==> src/rtl/hc_ctrl_pkg.sv <==
package hc_ctrl_pkg;
  typedef enum logic [1:0] {
    FS_RESET  = 2'b00,
    FS_RESUME = 2'b01,
    FS_OPER   = 2'b10,
    FS_SUSP   = 2'b11
  } fstate_e;

  localparam int RWE_BIT = 10;
  localparam int RWC_BIT = 9;
  localparam int IR_BIT  = 8;
  localparam int FS_LSB  = 6;
  localparam int BLE_BIT = 5;
  localparam int USED_W  = 11;
endpackage

==> src/rtl/hc_fstate_ctrl.sv <==
module hc_fstate_ctrl
  import hc_ctrl_pkg::*;
(
  input  logic       clk_i,
  input  logic       rst_ni,
  input  logic       sw_reset_i,
  input  logic       wr_en_i,
  input  logic [1:0] wr_fs_i,
  input  logic       resume_det_i,
  output fstate_e    fs_q_o,
  output fstate_e    fs_d_o,
  output logic       rh_reset_o
);
  fstate_e fs_q, fs_d;

  // priority: software reset, then hardware resume, then software write
  always_comb begin
    fs_d = fs_q;
    if (sw_reset_i)                            fs_d = FS_SUSP;
    else if (fs_q == FS_SUSP && resume_det_i)  fs_d = FS_RESUME;
    else if (wr_en_i)                          fs_d = fstate_e'(wr_fs_i);
  end

  always_ff @(posedge clk_i or negedge rst_ni) begin
    if (!rst_ni) fs_q <= FS_RESET;
    else         fs_q <= fs_d;
  end

  assign fs_q_o     = fs_q;
  assign fs_d_o     = fs_d;
  assign rh_reset_o = (fs_q == FS_RESET);
endmodule

==> src/rtl/hc_sof_delay.sv <==
module hc_sof_delay #(
  parameter int CYC_PER_MS = 50000
) (
  input  logic clk_i,
  input  logic rst_ni,
  input  logic oper_now_i,
  input  logic oper_next_i,
  output logic sof_en_o
);
  localparam int CW = (CYC_PER_MS > 1) ? $clog2(CYC_PER_MS) : 1;
  localparam logic [CW-1:0] LAST = CW'(CYC_PER_MS - 1);

  logic [CW-1:0] cnt_q;
  logic          en_q;

  always_ff @(posedge clk_i or negedge rst_ni) begin
    if (!rst_ni) begin
      cnt_q <= '0;
      en_q  <= 1'b0;
    end else if (!oper_next_i) begin
      cnt_q <= '0;
      en_q  <= 1'b0;
    end else if (!oper_now_i) begin
      cnt_q <= '0;  // entering operational
    end else if (!en_q) begin
      if (cnt_q == LAST) en_q  <= 1'b1;
      else               cnt_q <= cnt_q + 1'b1;
    end
  end

  assign sof_en_o = en_q;
endmodule

==> src/rtl/hc_bulk_latch.sv <==
module hc_bulk_latch (
  input  logic clk_i,
  input  logic rst_ni,
  input  logic sw_reset_i,
  input  logic sof_pulse_i,
  input  logic ble_i,
  output logic bulk_o
);
  always_ff @(posedge clk_i or negedge rst_ni) begin
    if (!rst_ni)          bulk_o <= 1'b0;
    else if (sw_reset_i)  bulk_o <= 1'b0;
    else if (sof_pulse_i) bulk_o <= ble_i;
  end
endmodule

==> src/rtl/hc_rwk_pulse.sv <==
module hc_rwk_pulse (
  input  logic clk_i,
  input  logic rst_ni,
  input  logic cond_i,
  output logic pulse_o
);
  logic cond_q;

  always_ff @(posedge clk_i or negedge rst_ni) begin
    if (!rst_ni) begin
      cond_q  <= 1'b0;
      pulse_o <= 1'b0;
    end else begin
      cond_q  <= cond_i;
      pulse_o <= cond_i & ~cond_q;
    end
  end
endmodule

==> src/rtl/hc_ctrl_reg.sv <==
module hc_ctrl_reg
  import hc_ctrl_pkg::*;
#(
  parameter int DATA_W     = 32,
  parameter int CYC_PER_MS = 50000
) (
  input  logic              clk_i,
  input  logic              rst_ni,
  input  logic              sw_reset_i,
  input  logic              wr_en_i,
  input  logic [DATA_W-1:0] wdata_i,
  output logic [DATA_W-1:0] rdata_o,
  input  logic              resume_det_i,
  input  logic              sof_pulse_i,
  output logic [1:0]        fstate_o,
  output logic              sof_en_o,
  output logic              rh_reset_o,
  output logic              rwk_req_o,
  output logic              irq_smi_o,
  output logic              bulk_proc_en_o
);
  localparam int PAD_W = DATA_W - USED_W;

  fstate_e fs_q, fs_d;
  logic    rwe_q, rwc_q, ir_q, ble_q;

  logic unused_wdata;
  assign unused_wdata = ^{wdata_i[DATA_W-1:USED_W], wdata_i[BLE_BIT-1:0]};

  hc_fstate_ctrl u_fstate (
    .clk_i        (clk_i),
    .rst_ni       (rst_ni),
    .sw_reset_i   (sw_reset_i),
    .wr_en_i      (wr_en_i),
    .wr_fs_i      (wdata_i[FS_LSB+:2]),
    .resume_det_i (resume_det_i),
    .fs_q_o       (fs_q),
    .fs_d_o       (fs_d),
    .rh_reset_o   (rh_reset_o)
  );

  // control bits; software reset keeps the wakeup-connected and routing bits
  always_ff @(posedge clk_i or negedge rst_ni) begin
    if (!rst_ni) begin
      rwe_q <= 1'b0;
      rwc_q <= 1'b0;
      ir_q  <= 1'b0;
      ble_q <= 1'b0;
    end else if (sw_reset_i) begin
      rwe_q <= 1'b0;
      ble_q <= 1'b0;
    end else if (wr_en_i) begin
      rwe_q <= wdata_i[RWE_BIT];
      rwc_q <= wdata_i[RWC_BIT];
      ir_q  <= wdata_i[IR_BIT];
      ble_q <= wdata_i[BLE_BIT];
    end
  end

  hc_sof_delay #(.CYC_PER_MS(CYC_PER_MS)) u_sof (
    .clk_i       (clk_i),
    .rst_ni      (rst_ni),
    .oper_now_i  (fs_q == FS_OPER),
    .oper_next_i (fs_d == FS_OPER),
    .sof_en_o    (sof_en_o)
  );

  hc_bulk_latch u_bulk (
    .clk_i       (clk_i),
    .rst_ni      (rst_ni),
    .sw_reset_i  (sw_reset_i),
    .sof_pulse_i (sof_pulse_i),
    .ble_i       (ble_q),
    .bulk_o      (bulk_proc_en_o)
  );

  hc_rwk_pulse u_rwk (
    .clk_i   (clk_i),
    .rst_ni  (rst_ni),
    .cond_i  (rwe_q & resume_det_i),
    .pulse_o (rwk_req_o)
  );

  assign rdata_o   = {{PAD_W{1'b0}}, rwe_q, rwc_q, ir_q, fs_q, ble_q, 5'b0};
  assign fstate_o  = fs_q;
  assign irq_smi_o = ir_q;
endmodule

==> config.mk <==
export PLATFORM = sky130hd
export DESIGN_NAME = hc_ctrl_reg
export DESIGN_NICKNAME = d
export VERILOG_FILES = /design/src/rtl/hc_ctrl_pkg.sv /design/src/rtl/hc_fstate_ctrl.sv /design/src/rtl/hc_sof_delay.sv /design/src/rtl/hc_bulk_latch.sv /design/src/rtl/hc_rwk_pulse.sv /design/src/rtl/hc_ctrl_reg.sv
export SDC_FILE = /design/constraint.sdc
export NUM_CORES = 1
export LEC_CHECK = 0
export BUFFER_PORTS_ARGS = -buffer_cell sky130_fd_sc_hd__buf_4
export CAP_MARGIN = 20
export CORE_AREA = 4 4 77 79
export DETAILED_ROUTE_END_ITERATION = 16
export DIE_AREA = 0 0 81 83
export GPL_TIMING_DRIVEN = 0
export PLACE_DENSITY = 0.65
export SETUP_SLACK_MARGIN = 0.1
export SLEW_MARGIN = 10
export SYNTH_ARGS = -nofsm -noshare
export SYNTH_HDL_FRONTEND = slang
export SYNTH_SLANG_ARGS = --single-unit
==> constraint.sdc <==
create_clock -name clk_i -period 1.83 [get_ports clk_i]
set_clock_uncertainty 0.2 [all_clocks]
set_input_delay 0.0915 -clock clk_i [delete_from_list [all_inputs] [get_ports clk_i]]
set_output_delay 0.0915 -clock clk_i [all_outputs]
set_load 0.01 [all_outputs]
==> run metrics, run 1 <==
Worst Hold Class=input port to register; layout cells sized above 1=43.5%; required time worst endpoint=1.84 ns; commonest cells after routing, fill and taps aside=72 x buf_4, 26 x conb_1, 23 x dfrtp_1; number of global-route vias before repair=~1200; WHS Endpoint=irq_smi_o; clk slew on worst S/H paths=0.08 ns; Fillers=520; hold_sp=sw_reset_i; mapped cell area=1540 um2; syn avg cell area=9.72 um2; VDD IR max=about 0.26 mV; commonest non-fill, non-tap cell in the layout=buf_4; startpoint types=register; remaining global-route overflow=0; CP max stage delay=0.49 ns; I/O pin cnt=77; via count=1291; register area share after synthesis=42.3%; CTS tree=done; final net count=277; r2r worst-path depth=4; ant diodes=0; number of synthesized register bits=26; WHS=0.0136 ns; setup TNS=0 ns; CTS root buf=clkbuf_8; critical path arrival=1.82 ns; clk_lat worst skew=0.26 ns; First-pass DRT Iterations=4; worst hold path depth=3; top fanout value on the critical path=7; Clock Path Buffers=2; Distinct cells, synth=42; Crit Path Class=register to register; Worst R2R Setup Slack=0.02 ns; status=finished clean; Leak Pwr=1.07 nW; Layout area overhead=49.4%; Die Width=81 um; PortBufs=23; die area=roughly 6700 um2; Post-synth ARST share=100%; first-pass GRT wire length=roughly 5500 um; Tmin final=1.81 ns; drt drc=0; Vias/cell=4.18; end of the worst register-to-register path=u_sof.cnt_q[12]; initial antenna violation count=0; Critical-path top delay cell=or4_4; final slew viol count=0; CTS sink count=26; Initial Util=28.8%; crit-path cells=or3b_4 -> a21o_4 -> or4_4 -> nand2_2; Hold Vio Cnt, Final=0; Placer Congestion=0.790; RSZ-0062 raised after global routing=true; CP bufs+invs=0; Worst R2R Start=u_fstate.fs_q_o[0]; largest net degree at the start of global routing=27; top_reg_cell synth=dfrtp_1; CP Capture Type=register; Max Cap Viol=0; Gate Count Post-Synth=158; PwrDens=519 nW/um2; Final HPWL DP=approximately 2200 um; wire per inst=10.8 um; Die Height=between 80 and 90 um; GRT Util Overall=9.96%; Final period util=98.9%; DRT antenna net count=0; CTS Buf Count=3; DRT Wirelength=3340 um; fmax=552 MHz; EDFF count, synth=0; drt initial violations=93; Core Rows=27; core box area=approximately 5300 um2; cell family with most CP delay=simple AND/OR/NAND/NOR gates; Synthesis Warnings=0; Setup Viol. Count Final=0; H-tree depth=1
-- power breakdown --
group          switching (W)  internal (W)  leakage [nW]
Combinational      0.0000968      0.000132         0.694
Sequential        0.00000939      0.000590         0.345
Clock               0.000170      0.000192        0.0288
-- per-layer routing --
layer | vias to the layer above | GRT usage, % | part of all wire [%]
li1 | 655 | - | -
met5 | - | 0 | 0
met4 | 0 | 4.61 | 1.8
met2 | 32 | 17.2 | 53
met3 | 7 | 1.08 | 4.9
met1 | 597 | 12.1 | 40
-- what timing repair did --
item / in CTS / in global routing
hold buffers: 10 / 0
pin swaps: 4 / 10
endpoints found under the hold margin: 36 / 0
endpoints found under the setup margin: 17 / 16
setup buffers: 10 / 7
gates resized for setup: 7 / 16
-- Yosys cell counts, drive strengths merged (2+ instances only) --
library cell   n  share of area [%]
nor2          17                4.2
and3           2               0.90
nand3          5                2.0
nand2         10                2.4
nor3           3               0.98
a21o           2               0.98
o31ai          2               0.98
nand4          3                1.2
nor4b          2                1.1
dfrtp         26                 42
or4            3                1.5
nor4           3                1.2
a21oi          6                2.0
xnor2          7                4.0
nand2b         2               0.98
a41oi          2                1.1
buf           32                 16
mux2           4                2.9
inv            3               0.73
clkbuf         2               0.49
nor2b          2               0.81
mux2i          3                2.0
-- flip-flops by register name, indices dropped and copies added, names as in the netlist --
name,count
u_sof.cnt_q,16
u_fstate.fs_q_o,2
ble_q,1
irq_smi_o,1
rwc_q,1
rwe_q,1
u_bulk.bulk_o,1
u_rwk.cond_q,1
u_rwk.pulse_o,1
u_sof.sof_en_o,1
-- per-stage QoR --
| stage | utilization [%] | setup WS (ns) | cells | power (W) | instance area (um2) |
|---|---|---|---|---|---|
| after floorplan | - | -0.00892 | 183 | 0.000737 | 1650 |
| after global placement | 35.7 | -0.0772 | 278 | 0.000808 | 1910 |
| after global routing | 43.0 | -0.0181 | 309 | 0.00125 | 2300 |
| final | 43.0 | 0.0197 | 309 | 0.00119 | 2300 |
| after CTS | 40.6 | 0.00715 | 302 | 0.00120 | 2160 |
| after detailed placement | 35.7 | -0.0973 | 278 | 0.000810 | 1910 |
-- kinds of logic (layout without fill, tap and decap cells) --
family | count (synthesis) | count (layout) | synth area share, %
buf+inv | 37 | 91 | 16.9
fa+ha+maj | 1 | 1 | 0.814
compound gates | 17 | 17 | 7.65
mux | 7 | 7 | 4.89
simple gates | 61 | 61 | 22.6
flops | 26 | 26 | 42.3
xor+xnor | 8 | 8 | 4.56
other cells | 1 | 26 | 0.244
-- worst max path at each step --
| stage | from | end | slack (ns) | cells past startpoint |
|---|---|---|---|---|
| after floorplan | u_sof.cnt_q[0] | u_sof.cnt_q[12] | -0.009 | 5 |
| after detailed placement | u_sof.cnt_q[7] | u_sof.sof_en_o | -0.1 | 4 |
| after global placement | u_sof.cnt_q[0] | u_sof.cnt_q[12] | -0.08 | 5 |
| final | u_fstate.fs_q_o[0] | u_sof.cnt_q[12] | 0.02 | 4 |
| after CTS | u_fstate.fs_q_o[0] | u_sof.cnt_q[12] | 0.007 | 4 |
| after global routing | u_fstate.fs_q_o[0] | u_sof.cnt_q[12] | -0.02 | 4 |
-- final cells by class --
type	instances	area (um2)	share of cell area (%)
buffer	34	248	10.8
clock buffer	4	55.1	2.40
inverter	3	11.3	0.490
multi-input combinational	120	837	36.5
sequential	26	654	28.5
tap	72	90.1	3.92
timing repair buffer	50	400	17.4
-- tightest hold or removal path: stages --
cell,delay [ns]
buf_4,0.09
nor2b_1,0.06
mux2_2,0.21
No activity file was read; power rests on OpenSTA's default activity.
==> run 2, diff against run 1 <==
Settings changed: GPL_TIMING_DRIVEN 0 to default.
==> run 2 against run 1 <==
Final area is 10% lower. Combinational power down 25%. Routed wire length is 3.3% lower. Maximum frequency grew 2.9%. Cell count shrank 9.7%. Critical path depth rose by 1. Setup slack better by 0.051 ns.
==> run metrics, run 2 (synthesized netlist as in run 1, its figures left out) <==
DRT antenna net count=0 (unchanged); PortBufs=24 (+4.3%); Tmin final=1.76 ns (-0.0505 ns); setup slack after layout=0.0702 ns (+0.0505 ns); Layout area overhead=34.4%; Pint=0.000967 W (+5.8%); placed insts=261 (-6.1%); Placer Congestion=0.806 (+1.9%); Hold Vio Cnt, Final=0 (unchanged); commonest non-fill, non-tap cell in the layout=buf_4; share of power burned in registers=47.9% (-2.4 points); Reg with most FFs=u_sof.cnt_q; First-pass DRT Iterations=6 (+2); final slew viol count=0 (unchanged); CTS root buf=clkbuf_8; number of global-route vias before repair=1155 (-6.2%); VDD IR max=0.302 mV (+14%); remaining global-route overflow=0 (unchanged); final net count=247 (-11%); Leak Pwr=0.894 nW (-16%); required time worst endpoint=1.83 ns (about the same); Core Rows=27 (unchanged); wire per inst=11.6 um (+7.1%); I/O pin cnt=77 (unchanged); Final period util=96.2% (-2.8 points); Initial Util=28.8% (unchanged); Max Cap Viol=0 (unchanged); WHS=0.0117 ns (-0.00188 ns); Final HPWL DP=2200 um (-0.94%); Cell Area, Placed=1790 um2 (-6.3%); Psw=0.000283 W (+2.4%); status=finished clean; Clock power frac=38.4% (+8.0 points); dpl ws=0.0167 ns (+0.114 ns); Die Height=83 um (unchanged); drt drc=0 (unchanged); Die Width=81 um (unchanged); RSZ-0062 raised after global routing=true; via count=1213 (-6.0%); PwrDens=605 nW/um2 (+17%); core box area=5340 um2 (unchanged); Comb pwr share=13.7% (-5.6 points); CTS Buf Count=3 (unchanged); Clock Path Buffers=2 (unchanged); first-pass GRT wire length=5160 um (-6.0%); largest net degree at the start of global routing=27 (unchanged); top fanout value on the critical path=4 (-3); critical path arrival=1.76 ns (-0.06 ns); Crit Path Class=register to register; commonest cells after routing, fill and taps aside=41 x buf_4, 26 x conb_1, 25 x dfrtp_1; clk slew on worst S/H paths=0.09 ns (about the same); ant diodes=0 (unchanged); CTS tree=done; GRT Util Overall=9.57% (-0.40 points); Finished Layout Cells=279 (-9.7%); layout cells sized above 1=32.4% (-11 points); fmax=568 MHz (+2.9%); DRT Wirelength=3230 um (-3.3%); CP Capture Type=register; clk_lat worst skew=0.27 ns (about the same); max reg flops=16 (unchanged); Worst Hold Class=input port to register; initial antenna violation count=0 (unchanged); drt initial violations=55 (-41%); Setup Viol. Count Final=0 (unchanged); Vias/cell=4.35 (+4.1%); final instance area=2070 um2 (-10%); startpoint types=register; CTS sink count=26 (unchanged); die area=6720 um2 (unchanged); H-tree depth=1 (unchanged); Sw Share=22.6% (-0.58 points)
==> run 2: cell count changes in the layout (fill, tap and decap cells not counted), sizes merged <==
cell         previous run  this run
clkbuf                  6         3
dlygate4sd3            10        12
bufinv                  0         1
buf                    72        42
==> run 2: per-layer routing <==
metal,wire length [um],global-route usage (%),vias to the layer above
li1,-,-,593
met1,1290,11.2,587
met2,1730,16.7,25
met3,114,1.41,8
met4,98,4.45,0
met5,0,0,-
==> run 2: worst max-delay path, stage by stage, from the launching register on <==
cell      delay (ns)
dfrtp_1         0.40
ha_4            0.16
nand2b_4        0.05
or3_4           0.34
or4_1           0.40
a21oi_1         0.13
==> run 2: worst paths after layout <==
| kind | from | endpoint | slack (ns) | cells past startpoint |
|---|---|---|---|---|
| setup reg to reg | u_sof.cnt_q[0] | u_sof.cnt_q[14] | 0.07 | 5 |
| hold / removal | sw_reset_i | irq_smi_o | 0.01 | 3 |
| setup / recovery | u_sof.cnt_q[0] | u_sof.cnt_q[14] | 0.07 | 5 |
| min in group asynchronous | rst_ni | u_sof.cnt_q[9] | 0.05 | 2 |
| max in group asynchronous | rst_ni | u_fstate.fs_q_o[1] | 1.12 | 2 |
| hold reg to reg | u_rwk.cond_q | u_rwk.pulse_o | 0.20 | 1 |
==> run 2: layout make-up <==
class	count	area [um2]
Inverter	3	11.3
Multi-Input combinational cell	120	802
Fill cell	541	3270
Clock buffer	3	41.3
Tap cell	72	90.1
Timing Repair Buffer	54	439
Sequential cell	26	652
Clock inverter	1	30.0
==> run 2: what timing repair did <==
action / in CTS / in global routing
endpoints found under the hold margin: 36 / 0
hold buffers: 12 / 0
setup buffers: 1 / 3
endpoints found under the setup margin: 8 / 12
pin swaps: 4 / 9
resized for setup: 5 / 8
==> run 2: metrics by stage <==
step | power, W | utilization, % | setup TNS (ns)
5_1_grt | 0.00130 | 38.7 | 0
3_3_place_gp | 0.000757 | 33.5 | 0
2_1_floorplan | 0.000737 | - | -0.00892
4_1_cts | 0.00125 | 37.7 | 0
3_5_place_dp | 0.000758 | 33.5 | 0
6_report | 0.00125 | 38.7 | 0
==> run 2: power groups by stage <==
stage	combinational (W)	sequential, W	clock [W]
after global routing	0.000189	0.000602	0.000508
final	0.000171	0.000598	0.000480
after floorplan	0.000121	0.000616	0
after CTS	0.000170	0.000599	0.000481
after detailed placement	0.000148	0.000610	0
after global placement	0.000147	0.000609	0
==> run 3, diff against run 2 <==
Settings changed: ABC_AREA from default to 1, CORE_AREA 4 4 77 79 to 4 4 83 85, DIE_AREA 0 0 81 83 to 0 0 87 89, PLACE_DENSITY 0.65 to 0.63.
==> run 3 against run 2 <==
Via count grew 34%. First-iteration DRC count grew 25%. Critical path depth grew 2. Hold slack gained 0.054 ns. Combinational power grew 6%. Area after synthesis grew 17%. Sequential power grew 0.8%. Power shrank 11%. Critical endpoint is now ble_q. Highest routed layer unchanged.
==> run metrics, run 3 <==
Leak Pwr=1.02 nW (+14%); Crit Path Class=input port to register; Max Cap Viol=0 (unchanged); wire per inst=10.5 um (-9.6%); drt drc=0 (unchanged); met3 Resource Use GR=1.57% (+0.16 points); DRT Wirelength=3900 um (+21%); I/O pin cnt=77 (unchanged); Hold Vio Cnt, Final=0 (unchanged); EDFF count, synth=0 (unchanged); ranking of synthesized cells by area=dfrtp_1 36%, buf_4 13%, nand2_1 13%, nor2_1 9.0%, nand3_1 8.1%; M2 GR Usage=20.6% (+3.8 points); final slew viol count=0 (unchanged); Pwr Total=0.00111 W (-11%); number of synthesized register bits=26 (unchanged); Final period util=91.6% (-4.6 points); die area=7740 um2 (+15%); ant diodes=0 (unchanged); Reg with most FFs=u_sof.cnt_q; CTS Buf Count=3 (unchanged); CTS root buf=clkbuf_8; CTS sink count=26 (unchanged); clk_lat worst skew=0.27 ns (about the same); required time worst endpoint=1.82 ns (about the same); Core Rows=29 (+7.4%); max reg flops=16 (unchanged); busiest grt layer=met2; WHS=0.0657 ns (+0.0540 ns); Tmin final=1.68 ns (-0.0843 ns); commonest cells after routing, fill and taps aside=63 x nand2_1, 41 x nor2_1, 33 x buf_4; Distinct cells, synth=24 (-43%); remaining global-route overflow=0 (unchanged); PortBufs=24 (unchanged); largest net degree at the start of global routing=27 (unchanged); top_reg_cell synth=dfrtp_1; Gate Count Post-Synth=255 (+61%); First-pass DRT Iterations=4 (-2); status=finished clean; core box area=6200 um2 (+16%); initial antenna violation count=0 (unchanged); Vias/cell=4.35 (about the same); Clock Path Buffers=2 (unchanged); Worst Hold Class=input port to asynchronous set/reset pin; commonest non-fill, non-tap cell in the layout=nand2_1; first-pass GRT wire length=6670 um (+29%); Post-synth ARST share=100% (unchanged); syn avg cell area=7.05 um2 (-28%); top-count cell post-synth=nand2_1; CTS tree=done; PwrDens=505 nW/um2 (-16%); RSZ-0062 raised after global routing=true; largest area contributor in the netlist=dfrtp_1; startpoint types=input port; register area=652 um2 (unchanged); number of global-route vias before repair=1575 (+36%); post-synth top area share=36.2% (-6.1 points); Commonest cells post-synth=64 x nand2_1, 43 x nor2_1, 32 x buf_4, 29 x nand3_1, 26 x dfrtp_1; Setup Viol. Count Final=0 (unchanged); Die Height=89 um (+7.2%); final net count=337 (+36%); GRT Util Overall=10.5% (+0.94 points); Final HPWL DP=2930 um (+33%); Initial Util=29.0% (+0.17 points); clk slew on worst S/H paths=0.09 ns (about the same); via count=1622 (+34%); DRT antenna net count=0 (unchanged); setup TNS=0 ns (unchanged); top fanout value on the critical path=6 (+2); Die Width=87 um (+7.4%); mapped cell area=1800 um2 (+17%); multi-input logic area=891 um2 (+11%); met1 usage=11.6% (+0.40 points); drt initial violations=69 (+25%); register area share after synthesis=36.2% (-6.1 points); H-tree depth=1 (unchanged); Placer Congestion=0.855 (+6.1%); fmax=597 MHz (+5.0%); CP Capture Type=register; critical path arrival=1.66 ns (-0.10 ns); layout cells sized above 1=19.9% (-12 points); Fillers=648 (+20%); VDD IR max=0.277 mV (-8.4%); Synthesis Warnings=0 (unchanged); Layout area overhead=21.9%
run 3: changes by cell type after synthesis, moves of 4 or more:
cell | previous run | this run
nand2_1 | 10 | 64
inv_1 | 3 | 24
nor2_1 | 17 | 43
nand3_1 | 4 | 29
nand4_1 | 3 | 8
xnor2_1 | 7 | 0
a21oi_1 | 6 | 2
run 3: stage by stage:
stage	setup WS, ns	instance area (um2)	std cells	utilization, %
2_1_floorplan	0.244	1890	280	-
3_3_place_gp	0.0809	1970	355	31.8
3_5_place_dp	0.0710	1970	355	31.8
4_1_cts	0.122	2160	372	34.8
5_1_grt	0.0608	2190	373	35.3
6_report	0.155	2190	373	35.3
run 3: cell type report:
type | count | area share, %
multi-input combinational | 192 | 40.7
timing repair buffer | 49 | 18.7
tap | 77 | 4.40
inverter | 26 | 4.57
sequential | 26 | 29.8
clock buffer | 3 | 1.88
run 3: logic make-up after synthesis:
family	synth area share, %
multiplexers	1.25
adder cells (fa/ha/maj)	0.696
other	0.209
AO/OA/AOI/OAI	3.55
buffers and inverters	20.5
flip-flops	36.2
AND/OR/NAND/NOR	37.5
run 3: path summary, 6_finish.rpt:
check / start / to / slack (ns) / depth (start not counted)
hold / removal: rst_ni / rwc_q / 0.07 / 2
setup / recovery: sw_reset_i / ble_q / 0.15 / 7
min in group clk_i: u_rwk.cond_q / u_rwk.pulse_o / 0.20 / 1
setup reg to reg: u_sof.cnt_q[1] / u_sof.cnt_q[14] / 0.20 / 9
max in group asynchronous: rst_ni / u_sof.cnt_q[4] / 1.09 / 2
hold reg to reg: u_rwk.cond_q / u_rwk.pulse_o / 0.20 / 1
run 3: critical path, cell delays in order:
cell           delay, ns
dlygate4sd3_1       0.55
buf_4               0.15
inv_4               0.06
buf_6               0.11
nand3_1             0.06
dlygate4sd3_1       0.56
o21ai_0             0.09
run 3: where the power goes:
part	leakage, nW	internal [W]	total [W]	switching (W)
clock	0.0216	0.000147	0.000323	0.000176
combinational	0.650	0.0000845	0.000181	0.0000965
sequential	0.347	0.000589	0.000603	0.0000132
total	1.02	0.000821	0.00111	0.000286
run 3: per-layer routing:
layer,part of all wire (%),up-vias
li1,-,824
met2,53,60
met1,39,734
met4,0.87,0
met5,0,-
met3,6.9,4
run 3: what timing repair did:
item | in CTS | in global routing
hold endpoints to repair | 35 | 0
pin swaps | 0 | 2
hold buffers | 14 | 0
resized for setup | 2 | 10
setup endpoints to repair | 4 | 17
gates cloned | 0 | 0
setup buffers | 0 | 1
